**src/rtl/uart_sts_pkg.sv**
```systemverilog
package uart_sts_pkg;
  localparam int unsigned FLAG_N = 8;
  localparam int unsigned B_TDRE = 7;
  localparam int unsigned B_TC   = 6;
  localparam int unsigned B_RDRF = 5;
  localparam int unsigned B_IDLE = 4;
  localparam int unsigned B_OVR  = 3;
  localparam int unsigned B_NF   = 2;
  localparam int unsigned B_FE   = 1;
  localparam int unsigned B_PE   = 0;

  localparam logic [FLAG_N-1:0] RESET_FLAGS = 8'hC0;
  localparam logic [FLAG_N-1:0] TX_GROUP    = 8'hC0;
  localparam logic [FLAG_N-1:0] RX_GROUP    = 8'h3F;

  typedef enum logic [1:0] {
    FRM_DATA     = 2'd0,
    FRM_PREAMBLE = 2'd1,
    FRM_BREAK    = 2'd2
  } frame_kind_e;
endpackage

```
**src/rtl/sts_access_arm.sv**
```systemverilog
module sts_access_arm #(
  parameter int unsigned ADDR_W = 2,
  parameter logic [ADDR_W-1:0] STATUS_ADDR = '0,
  parameter logic [ADDR_W-1:0] DATA_ADDR = ADDR_W'(1)
) (
  input  logic              clk_i,
  input  logic              rst_ni,
  input  logic [ADDR_W-1:0] addr_i,
  input  logic              rd_i,
  input  logic              wr_i,
  output logic              clr_tx_o,
  output logic              clr_rx_o
);
  logic armed_q;
  logic st_rd, data_sel;

  assign st_rd    = rd_i && (addr_i == STATUS_ADDR);
  assign data_sel = (addr_i == DATA_ADDR);

  // status read arms; any other access disarms
  always_ff @(posedge clk_i or negedge rst_ni) begin
    if (!rst_ni)            armed_q <= 1'b0;
    else if (st_rd)         armed_q <= 1'b1;
    else if (rd_i || wr_i)  armed_q <= 1'b0;
  end

  assign clr_tx_o = armed_q && wr_i && data_sel;
  assign clr_rx_o = armed_q && rd_i && data_sel;

  p_single_access_r6: assert property (@(posedge clk_i) disable iff (!rst_ni)
    !(rd_i && wr_i));
  p_arm_r6: assert property (@(posedge clk_i) disable iff (!rst_ni)
    st_rd |=> armed_q);
  p_disarm_r6: assert property (@(posedge clk_i) disable iff (!rst_ni)
    ((rd_i || wr_i) && (addr_i != STATUS_ADDR)) |=> !armed_q);
  p_clr_excl_r6: assert property (@(posedge clk_i) disable iff (!rst_ni)
    !(clr_tx_o && clr_rx_o));
endmodule

```
**src/rtl/sts_flag_bank.sv**
```systemverilog
module sts_flag_bank #(
  parameter int unsigned N = 8,
  parameter logic [N-1:0] RESET_VAL = '0
) (
  input  logic         clk_i,
  input  logic         rst_ni,
  input  logic [N-1:0] set_i,
  input  logic [N-1:0] clr_i,
  output logic [N-1:0] flags_o
);
  for (genvar i = 0; i < N; i++) begin : g_bit
    logic bit_q;
    always_ff @(posedge clk_i or negedge rst_ni) begin
      if (!rst_ni)       bit_q <= RESET_VAL[i];
      else if (set_i[i]) bit_q <= 1'b1;  // set beats clear
      else if (clr_i[i]) bit_q <= 1'b0;
    end
    assign flags_o[i] = bit_q;

    p_set_wins_r7: assert property (@(posedge clk_i) disable iff (!rst_ni)
      set_i[i] |=> flags_o[i]);
    p_clear_r5: assert property (@(posedge clk_i) disable iff (!rst_ni)
      (clr_i[i] && !set_i[i]) |=> !flags_o[i]);
    p_hold_r2: assert property (@(posedge clk_i) disable iff (!rst_ni)
      (!set_i[i] && !clr_i[i]) |=> $stable(flags_o[i]));
  end
endmodule

```
**src/rtl/sts_irq_gen.sv**
```systemverilog
module sts_irq_gen #(
  parameter int unsigned N = 8
) (
  input  logic         clk_i,
  input  logic         rst_ni,
  input  logic [N-1:0] flags_i,
  input  logic [N-1:0] en_i,
  input  logic         wait_i,
  input  logic         halt_i,
  output logic         irq_o,
  output logic         wake_o
);
  logic irq_q;

  always_ff @(posedge clk_i or negedge rst_ni) begin
    if (!rst_ni) irq_q <= 1'b0;
    else         irq_q <= |(flags_i & en_i);
  end

  assign irq_o  = irq_q;
  assign wake_o = irq_q && wait_i && !halt_i;

  p_irq_rise_r8: assert property (@(posedge clk_i) disable iff (!rst_ni)
    (|(flags_i & en_i)) |=> irq_o);
  p_irq_fall_r8: assert property (@(posedge clk_i) disable iff (!rst_ni)
    !(|(flags_i & en_i)) |=> !irq_o);
  p_halt_no_wake_r9: assert property (@(posedge clk_i) disable iff (!rst_ni)
    halt_i |-> !wake_o);
endmodule

```
**src/rtl/uart_sts_irq.sv**
```systemverilog
module uart_sts_irq
  import uart_sts_pkg::*;
#(
  parameter int unsigned ADDR_W = 2,
  parameter logic [ADDR_W-1:0] STATUS_ADDR = '0,
  parameter logic [ADDR_W-1:0] DATA_ADDR = ADDR_W'(1)
) (
  input  logic              clk_i,
  input  logic              rst_ni,
  input  logic [ADDR_W-1:0] reg_addr_i,
  input  logic              reg_rd_i,
  input  logic              reg_wr_i,
  input  logic              tx_load_i,
  input  logic              tx_done_i,
  input  logic [1:0]        tx_kind_i,
  input  logic              rx_load_i,
  input  logic              idle_i,
  input  logic              overrun_i,
  input  logic              noise_i,
  input  logic              frame_err_i,
  input  logic              parity_err_i,
  input  logic              tie_i,
  input  logic              tcie_i,
  input  logic              rie_i,
  input  logic              ilie_i,
  input  logic              pie_i,
  input  logic              wait_mode_i,
  input  logic              halt_mode_i,
  output logic [7:0]        status_o,
  output logic              irq_o,
  output logic              wake_o,
  output logic              tx_ready_o
);
  logic              clr_tx, clr_rx;
  logic [FLAG_N-1:0] set_vec, clr_vec, en_vec, flags;
  logic              tc_evt;

  sts_access_arm #(
    .ADDR_W(ADDR_W), .STATUS_ADDR(STATUS_ADDR), .DATA_ADDR(DATA_ADDR)
  ) u_arm (
    .clk_i, .rst_ni,
    .addr_i(reg_addr_i), .rd_i(reg_rd_i), .wr_i(reg_wr_i),
    .clr_tx_o(clr_tx), .clr_rx_o(clr_rx)
  );

  // preamble and break completions do not count
  assign tc_evt = tx_done_i && (frame_kind_e'(tx_kind_i) == FRM_DATA);

  always_comb begin
    set_vec         = '0;
    set_vec[B_TDRE] = tx_load_i;
    set_vec[B_TC]   = tc_evt;
    set_vec[B_RDRF] = rx_load_i;
    set_vec[B_IDLE] = idle_i;
    set_vec[B_OVR]  = overrun_i;
    set_vec[B_NF]   = noise_i;
    set_vec[B_FE]   = frame_err_i;
    set_vec[B_PE]   = parity_err_i;
    en_vec          = '0;
    en_vec[B_TDRE]  = tie_i;
    en_vec[B_TC]    = tcie_i;
    en_vec[B_RDRF]  = rie_i;
    en_vec[B_IDLE]  = ilie_i;
    en_vec[B_PE]    = pie_i;
  end

  assign clr_vec = ({FLAG_N{clr_tx}} & TX_GROUP) | ({FLAG_N{clr_rx}} & RX_GROUP);

  sts_flag_bank #(.N(FLAG_N), .RESET_VAL(RESET_FLAGS)) u_flags (
    .clk_i, .rst_ni, .set_i(set_vec), .clr_i(clr_vec), .flags_o(flags)
  );

  sts_irq_gen #(.N(FLAG_N)) u_irq (
    .clk_i, .rst_ni, .flags_i(flags), .en_i(en_vec),
    .wait_i(wait_mode_i), .halt_i(halt_mode_i),
    .irq_o, .wake_o
  );

  assign status_o   = flags;
  assign tx_ready_o = !flags[B_TDRE];

  p_tc_kind_r3: assert property (@(posedge clk_i) disable iff (!rst_ni)
    (tx_done_i && tx_kind_i != 2'd0 && !status_o[B_TC]) |=> !status_o[B_TC]);
  p_tx_gate_r10: assert property (@(posedge clk_i) disable iff (!rst_ni)
    tx_load_i |-> tx_ready_o);
  p_tx_keep_r4: assert property (@(posedge clk_i) disable iff (!rst_ni)
    (reg_rd_i && status_o[B_TDRE]) |=> status_o[B_TDRE]);
endmodule

```
**config.mk**
```make
export PLATFORM = sky130hd
export DESIGN_NAME = uart_sts_irq
export DESIGN_NICKNAME = d
export VERILOG_FILES = /design/src/rtl/uart_sts_pkg.sv /design/src/rtl/sts_access_arm.sv /design/src/rtl/sts_flag_bank.sv /design/src/rtl/sts_irq_gen.sv /design/src/rtl/uart_sts_irq.sv
export SDC_FILE = /design/constraint.sdc
export NUM_CORES = 1
export LEC_CHECK = 0
export BUFFER_PORTS_ARGS = -buffer_cell sky130_fd_sc_hd__buf_2
export CAP_MARGIN = 30
export CORE_AREA = 2 2 39 41
export CTS_BUF_LIST = sky130_fd_sc_hd__clkbuf_2 sky130_fd_sc_hd__clkbuf_4 sky130_fd_sc_hd__clkbuf_8
export CTS_CLUSTER_DIAMETER = 50
export DETAILED_ROUTE_END_ITERATION = 7
export DIE_AREA = 0 0 41 43
export HOLD_SLACK_MARGIN = 0.06
export PLACE_DENSITY = 0.8
export SYNTH_ARGS = -nofsm -noshare
export SYNTH_HDL_FRONTEND = slang
export SYNTH_SLANG_ARGS = --single-unit
```
**constraint.sdc**
```tcl
create_clock -name clk_i -period 0.9 [get_ports clk_i]
set_input_delay 0.09 -clock clk_i [delete_from_list [all_inputs] [get_ports clk_i]]
set_output_delay 0.09 -clock clk_i [all_outputs]
set_load 0.01 [all_outputs]
```
* Word-level counts from Yosys, hierarchy flattened
Index checks and enable logic that the tools add are counted.
Storage, ports and cells: output and inout port bits 11, flip-flop bits (word level) 10, input bits 23
Cells by class: bitwise gates (word level) 2, mux-type cells 18, reductions and logical operators 23, equal/unequal tests 1
Operators by type and width (number):
- $mux 1 | 18
- $reduce_bool 2->1 | 9
- $and 8x8->8 | 1
- $logic_and 1x1->1 | 8
- $or 8x6->8 | 1
- $reduce_or 8->1 | 1
- $logic_not 2->1 | 2
- $eq 2x1->1 const B | 1
- $logic_not 1->1 | 2
- $logic_or 1x1->1 | 1

* Longest topological paths before layout
Gate-level depths: netlist (run 1).
depth after elaboration 5, mapped depth 2, mapped depth without buffers 2

* Hierarchy
A second synthesis (run 1) with hierarchy kept.
Second synthesis, totals: cells, all modules 49, area, all modules 511.7 um^2
By module, submodules not included:
- sts_flag_bank | area an instance 352.8 um^2, sequential area each 202.7 um^2, cells an instance 32, instances 1
- sts_access_arm | area an instance 70.1 um^2, sequential area each 25.0 um^2, cells an instance 6, instances 1
- sts_irq_gen | area an instance 68.8 um^2, sequential area each 25.0 um^2, cells an instance 8, instances 1
- uart_sts_irq | area an instance 20.0 um^2, sequential area each 0.0 um^2, cells an instance 3, instances 1

* Worst setup path before layout (run 1)
Ideal clock, no wire load.
kind reg2reg, start point register u_flags.g_bit[4].bit_q, end point register u_irq.irq_q (netlist: u_irq.irq_o), cell stages (with the launch flop) 3, clock period less this slack 0.847 ns, path slack 0.053 ns, arrival time 0.716 ns, required time 0.769 ns, library setup time 0.131 ns, cells stage by stage dfrtp_1 -> a222oi_1 -> nand2_1
Between the ends: longest elaborated chain between the ends 2
RTL lines:
- start, declared | RTL line sts_flag_bank.sv:12 | logic bit_q;
- start signal, assigned | RTL line sts_flag_bank.sv:14 | if (!rst_ni) bit_q <= RESET_VAL[i];
- $and 8x8->8 | RTL line sts_irq_gen.sv:17 | else irq_q <= |(flags_i & en_i);
- $reduce_or 8->1 | RTL line sts_irq_gen.sv:17
- end signal, assigned | RTL line sts_irq_gen.sv:17
- end, declared | RTL line sts_irq_gen.sv:13 | logic irq_q;
Every way passes these cells. A chain may end at the register's enable or synchronous reset.

* Worst setup path in the final report (run 1)
start point register u_flags.g_bit[7].bit_q, end point output port tx_ready_o
Between the ends: longest elaborated chain between the ends 1
RTL lines:
- start, declared | RTL line sts_flag_bank.sv:12
- start signal, assigned | RTL line sts_flag_bank.sv:14
- $logic_not 1->1 | RTL line uart_sts_irq.sv:80 | assign tx_ready_o = !flags[B_TDRE];
- end, declared | RTL line uart_sts_irq.sv:32 | output logic tx_ready_o
Every way passes these cells.

==> flow_summary.yaml, run 1 <==
route:
  detailedRoute.firstIterationViolations: 1
  vias: 456
  drt-total-wl_mm: 1.07
  drc: 0
  ant_nets: 0
  drt_first_pass_iters: 4
  viasPerCell: 4.51
  wire_per_inst_um: 10.6
logic_synthesis:
  synth_cells: 38
  syn_avg_cell_area_um2: 12.1
  synth_area_um2: 460
  synth_cell_types: 13
  synth_seq_cells: 10
  synth_seq_area_share_pct: 54.9
  ys_warn_count: 0
  synth_fp_nets: 61
sta:
  slew-limit-headroom_pct: 82.9
  fin_crit_sh_pct: 114
  fmax_ghz: 0.971
  tightest_slew_ns: 0.256
  final.setup.worst_slack_ns: -0.129
  hold_viol: 0
  slew_viol_final: 0
  rsz0062_at_grt: "yes"
  fin_skew_ns: 0.00330
  min_period_ns: 1.03
  holdWs_ns: 0.0744
  setup_viol: 6
floorplan:
  start_util_pct: 33.3
  die_area_mm2: 0.00176
  row_count: 14
  die_h_um: 43
  die-width_um: 41
  core_area_mm2: 0.00138
  ios: 34
placed_design:
  dpl_cell_area_um2: 593
  dp_slack_ns: 0.00320
  dp.cells: 80
  portBuffers: 33
  dp.final_hpwl_um: 769
  place_congestion: 0.573
clock_tree:
  cts_buffer_depth: 2
  cts_htree_levels: 1
  numCtsBuffers: 3
  cts_tree: "built"
  cts.clk_slew.worst_paths_ns: 0.06
  clkSinkCount: 10
  clockRootBuffer: "clkbuf_4"
  clock_latency_ns: 0.26
layout:
  diodes: 0
  final_common_cell: "buf_2"
  layoutNonFillerInstCount: 101
  utilization_pct: 58.4
  layout_common_cells: "buf_2, dlygate4sd3_1, dfrtp_1"
  drive_gt1_share_pct: 58.8
  stdcell_area_um2: 808
  final_nets: 109
  area_growth_pct: 75.5
power:
  p_leak_uw: 0.000386
  p_per_area_mw_per_mm2: 1230
  vdd_drop_max_uv: 899
global_routing:
  grt_overflow: 0
  first_global_vias: 378
  grt_antenna_before_repair: 0
  grt_usage_pct: 12.9
  grt_max_degree: 11
  grt_pass1_wl_mm: 1.47
worst_setup_path:
  worstPathArrival_ns: 0.94
  crit_path_end_kind: "output port"
  start_kind: "register"
  critPathRequiredTime_ns: 0.81
  slowest_stage: "dfstp_2"
  path_class: "reg -> out"
  crit_fanout: 3
  critical-path-max-stage-delay_ns: 0.54
  path_cells: "inv_2, buf_6"
worst_hold_path:
  worstHoldPathType: "in -> reg"
outcome:
  status: "complete, but fails checks"
  failed_checks: "setup timing"
job:
  max-cap-violations: 0
## layer usage
layer / up-vias / wire length, µm / track usage [%]
met1: 208 / 406 / 11.5
met2: 24 / 553 / 22.5
met4: 0 / 0 / 4.00
met3: 0 / 106 / 7.85
li1: 224 / - / -
met5: - / 0 / 0
## state kept, by name (all words and copies together), names as in the netlist
| register | flops |
|---|---|
| u_irq.irq_o | 1 |
| u_arm.armed_q | 1 |
| u_flags.g_bit.bit_q | 8 |
## final cells by class
cell class,count,area (µm²)
clock buffer,4,30.0
multi-input combinational,19,144
fill,130,576
timing repair buffer,51,358
sequential,10,253
tap,16,20.0
inverter,1,3.75
## per-stage QoR
step                power, µW  TNS, ns
floorplan                 537        0
global placement          600        0
detailed placement        604        0
CTS                      1010   -0.541
global route             1070    -1.02
finish                    993   -0.550
## path summary, 6_finish.rpt
path,slack (ns),to,depth (start not counted),startpoint
max in group asynchronous,0.42,u_flags.g_bit[7].bit_q$_DFFE_PN1P_,2,rst_ni
max,-0.13,tx_ready_o,2,u_flags.g_bit[7].bit_q$_DFFE_PN1P_
min,0.07,u_irq.irq_o$_DFF_PN0_,3,pie_i
max reg2reg,-0.11,u_irq.irq_o$_DFF_PN0_,3,u_flags.g_bit[7].bit_q$_DFFE_PN1P_
min in group asynchronous,0.23,u_flags.g_bit[5].bit_q$_DFFE_PN0P_,2,rst_ni
min reg2reg,0.48,u_flags.g_bit[2].bit_q$_DFFE_PN0P_,1,u_flags.g_bit[2].bit_q$_DFFE_PN0P_
## worst max-delay path: cells and delay by family, from the launching register on
kind | cells | cell delay, ns
buffers and inverters | 2 | 0.15
flip-flops | 1 | 0.54
## Yosys cell counts
library cell  instances  share of area, %
nand2_1               2               1.6
a21o_1                6               9.8
buf_4                 8                13
a22o_1                2               3.8
nand4b_4              1               5.2
a222oi_1              1               2.2
dfrtp_1               8                43
nand4b_1              1               1.9
a21o_2                1               1.9
nor2_1                4               3.3
inv_1                 1              0.81
dfstp_2               2                11
a22oi_1               1               1.6
## where the power goes
| part | switching [µW] | internal (µW) |
|---|---|---|
| Sequential | 11.2 | 469 |
| Clock | 136 | 201 |
| Combinational | 60.9 | 115 |
## cells by family (layout without fill, tap and decap cells)
family / count (synthesis) / after routing / synth area share (%)
AND/OR/NAND/NOR: 8 / 8 / 12.0
AO/OA/AOI/OAI: 11 / 11 / 19.3
buffers and inverters: 9 / 56 / 13.9
flip-flops: 10 / 10 / 54.9
## what timing repair did
action	CTS	global route
pin swaps	5	8
buffers inserted	3	4
hold buffers	10	0
resized for setup	3	4
hold endpoints to repair	19	0
endpoints found under the setup margin	8	18
No activity file was read; power rests on OpenSTA's default activity.
==> run 2, diff against run 1 <==
--- a/config.mk
+++ b/config.mk
@@ -13,7 +13,7 @@
 export DETAILED_ROUTE_END_ITERATION = 7
 export DIE_AREA = 0 0 41 43
 export HOLD_SLACK_MARGIN = 0.06
-export PLACE_DENSITY = 0.8
+export PLACE_DENSITY = 0.7
 export SYNTH_ARGS = -nofsm -noshare
 export SYNTH_HDL_FRONTEND = slang
 export SYNTH_SLANG_ARGS = --single-unit
==> constraint.sdc (replaced) <==
create_clock -name clk_i -period 1.3 [get_ports clk_i]
set_input_delay 0.13 -clock clk_i [delete_from_list [all_inputs] [get_ports clk_i]]
set_output_delay 0.13 -clock clk_i [all_outputs]
set_load 0.01 [all_outputs]
==> flow_summary.yaml, run 2 (synthesized netlist as in run 1, its figures left out) <==
worst_setup_path:
  rrSetupSlack_ns: 0.39
  critPathTopFamily: "flip-flops"
  reg2reg_depth: 2
  worstPathArrival_ns: 0.98
  r2r_start: "u_flags.g_bit[4].bit_q$_DFFE_PN0P_"
  start_kind: "register"
  slowest_stage: "dfstp_2"
  cp_num_buf_inv: 2
  reg2reg_to: "u_irq.irq_o$_DFF_PN0_"
  critical-path-max-stage-delay_ns: 0.55
  worstSetupEndpoint: "tx_ready_o"
  cp.depth: 2
  crit_path_end_kind: "output port"
  crit_fanout: 4
  critPathLaunch: "u_flags.g_bit[7].bit_q$_DFFE_PN1P_"
  path_class: "reg -> out"
  path_cells: "inv_1, buf_2"
  critPathRequiredTime_ns: 1.17
sta:
  holdWs_ns: 0.0828
  fin_skew_ns: 0.00387
  tightest_slew_ns: 0.266
  fin_crit_sh_pct: 85.5
  slew_viol_final: 0
  fmax_ghz: 0.900
  min_period_ns: 1.11
  finalSetupTns_ns: 0
  hold_viol: 0
  setup_viol: 0
  rsz0062_at_grt: "no"
  final.setup.worst_slack_ns: 0.189
  slew-limit-headroom_pct: 82.2
clock_tree:
  clkSinkCount: 10
  cts_tree: "built"
  numCtsBuffers: 3
  clock_latency_ns: 0.26
  cts_htree_levels: 1
  cts_buffer_depth: 2
  cts_resized: 0
  cts.clk_slew.worst_paths_ns: 0.07
  clockRootBuffer: "clkbuf_4"
layout:
  drive_gt1_share_pct: 54.7
  largest-register: "u_flags.g_bit.bit_q"
  area_growth_pct: 52.4
  layoutNonFillerInstCount: 91
  layout_common_cells: "buf_2, dlygate4sd3_1, dfrtp_1"
  diodes: 0
  final_nets: 99
  final_common_cell: "buf_2"
  largest_reg_flops: 8
  utilization_pct: 50.7
placed_design:
  dp.cells: 79
  dp_slack_ns: 0.400
  portBuffers: 33
  place_congestion: 0.560
floorplan:
  die-width_um: 41
  ios: 34
  row_count: 14
  core_area_mm2: 0.00138
  start_util_pct: 33.3
  die_area_mm2: 0.00176
  die_h_um: 43
global_routing:
  grt_usage_pct: 13.8
  first_global_vias: 418
  grt_pass1_wl_mm: 1.59
  grt_max_degree: 11
  grt_overflow: 0
  grt_antenna_before_repair: 0
outcome:
  status: "completed"
power:
  vdd_drop_max_uv: 536
  p_leak_uw: 0.000340
  p_per_area_mw_per_mm2: 1010
route:
  detailedRoute.firstIterationViolations: 11
  drt-total-wl_mm: 1.04
  viasPerCell: 4.64
  drc: 0
  ant_nets: 0
  drt_first_pass_iters: 4
  wire_per_inst_um: 11.5
  vias: 422
job:
  max-cap-violations: 0
worst_hold_path:
  worstHoldPathType: "in -> reg"
  hold_path_depth: 3
[run 2: cell types whose count changed in the layout (fill, tap and decap cells not counted)]
cell | before | now
buf_2 | 29 | 33
buf_4 | 6 | 0
buf_6 | 6 | 0
clkbuf_4 | 4 | 3
clkbuf_8 | 0 | 1
dlygate4sd3_1 | 10 | 8
inv_1 | 0 | 1
inv_2 | 1 | 0
[run 2: how the worst min path moves through the flow]
stage                                          to  startpoint  slack, ns
6_report                    u_irq.irq_o$_DFF_PN0_       pie_i       0.08
5_1_grt                     u_irq.irq_o$_DFF_PN0_       pie_i       0.09
4_1_cts                     u_irq.irq_o$_DFF_PN0_       pie_i       0.07
3_5_place_dp                u_irq.irq_o$_DFF_PN0_      rst_ni     0.0009
3_3_place_gp   u_flags.g_bit[1].bit_q$_DFFE_PN0P_      rst_ni     -0.004
2_1_floorplan           u_arm.armed_q$_DFFE_PN0P_      rst_ni      -0.17
[run 2: routing by layer]
layer / global-route usage (%) / routed length, µm / part of all wire, %
met5: 0 / 0 / 0
met4: 8.00 / 0 / 0
met3: 3.14 / 94 / 9.0
met2: 23.4 / 530 / 51
met1: 14.2 / 419 / 40
[run 2: per-stage QoR]
stage | total power [µW] | instance area [µm²]
2_1_floorplan | 372 | 460
3_3_place_gp | 415 | 586
3_5_place_dp | 418 | 586
4_1_cts | 717 | 702
5_1_grt | 740 | 702
6_report | 709 | 702
[run 2: worst reg2reg max path: stages (launching register included)]
cell and delay, ns:
dfrtp_1 0.40, a222oi_1 0.31, nand2_1 0.08
[run 2: power breakdown]
part           leakage, µW  switching (µW)  internal (µW)  total, µW
clock network    0.0000210             110            170        280
logic             0.000222            37.6           59.2       96.8
registers        0.0000966            8.59            324        333
total             0.000340             156            554        709
[run 2: area by class of cell]
| type | instances | area [µm²] |
|---|---|---|
| clock buffers | 4 | 36.3 |
| fillers | 131 | 682 |
| inverters | 1 | 3.75 |
| multi-input cells | 19 | 144 |
| flip-flops and latches | 10 | 253 |
| well taps | 16 | 20.0 |
| repair buffers | 41 | 245 |
[run 2: what timing repair did]
item,in CTS,in global routing
hold buffers,8,0
buffers inserted,0,0
endpoints found under the hold margin,17,0
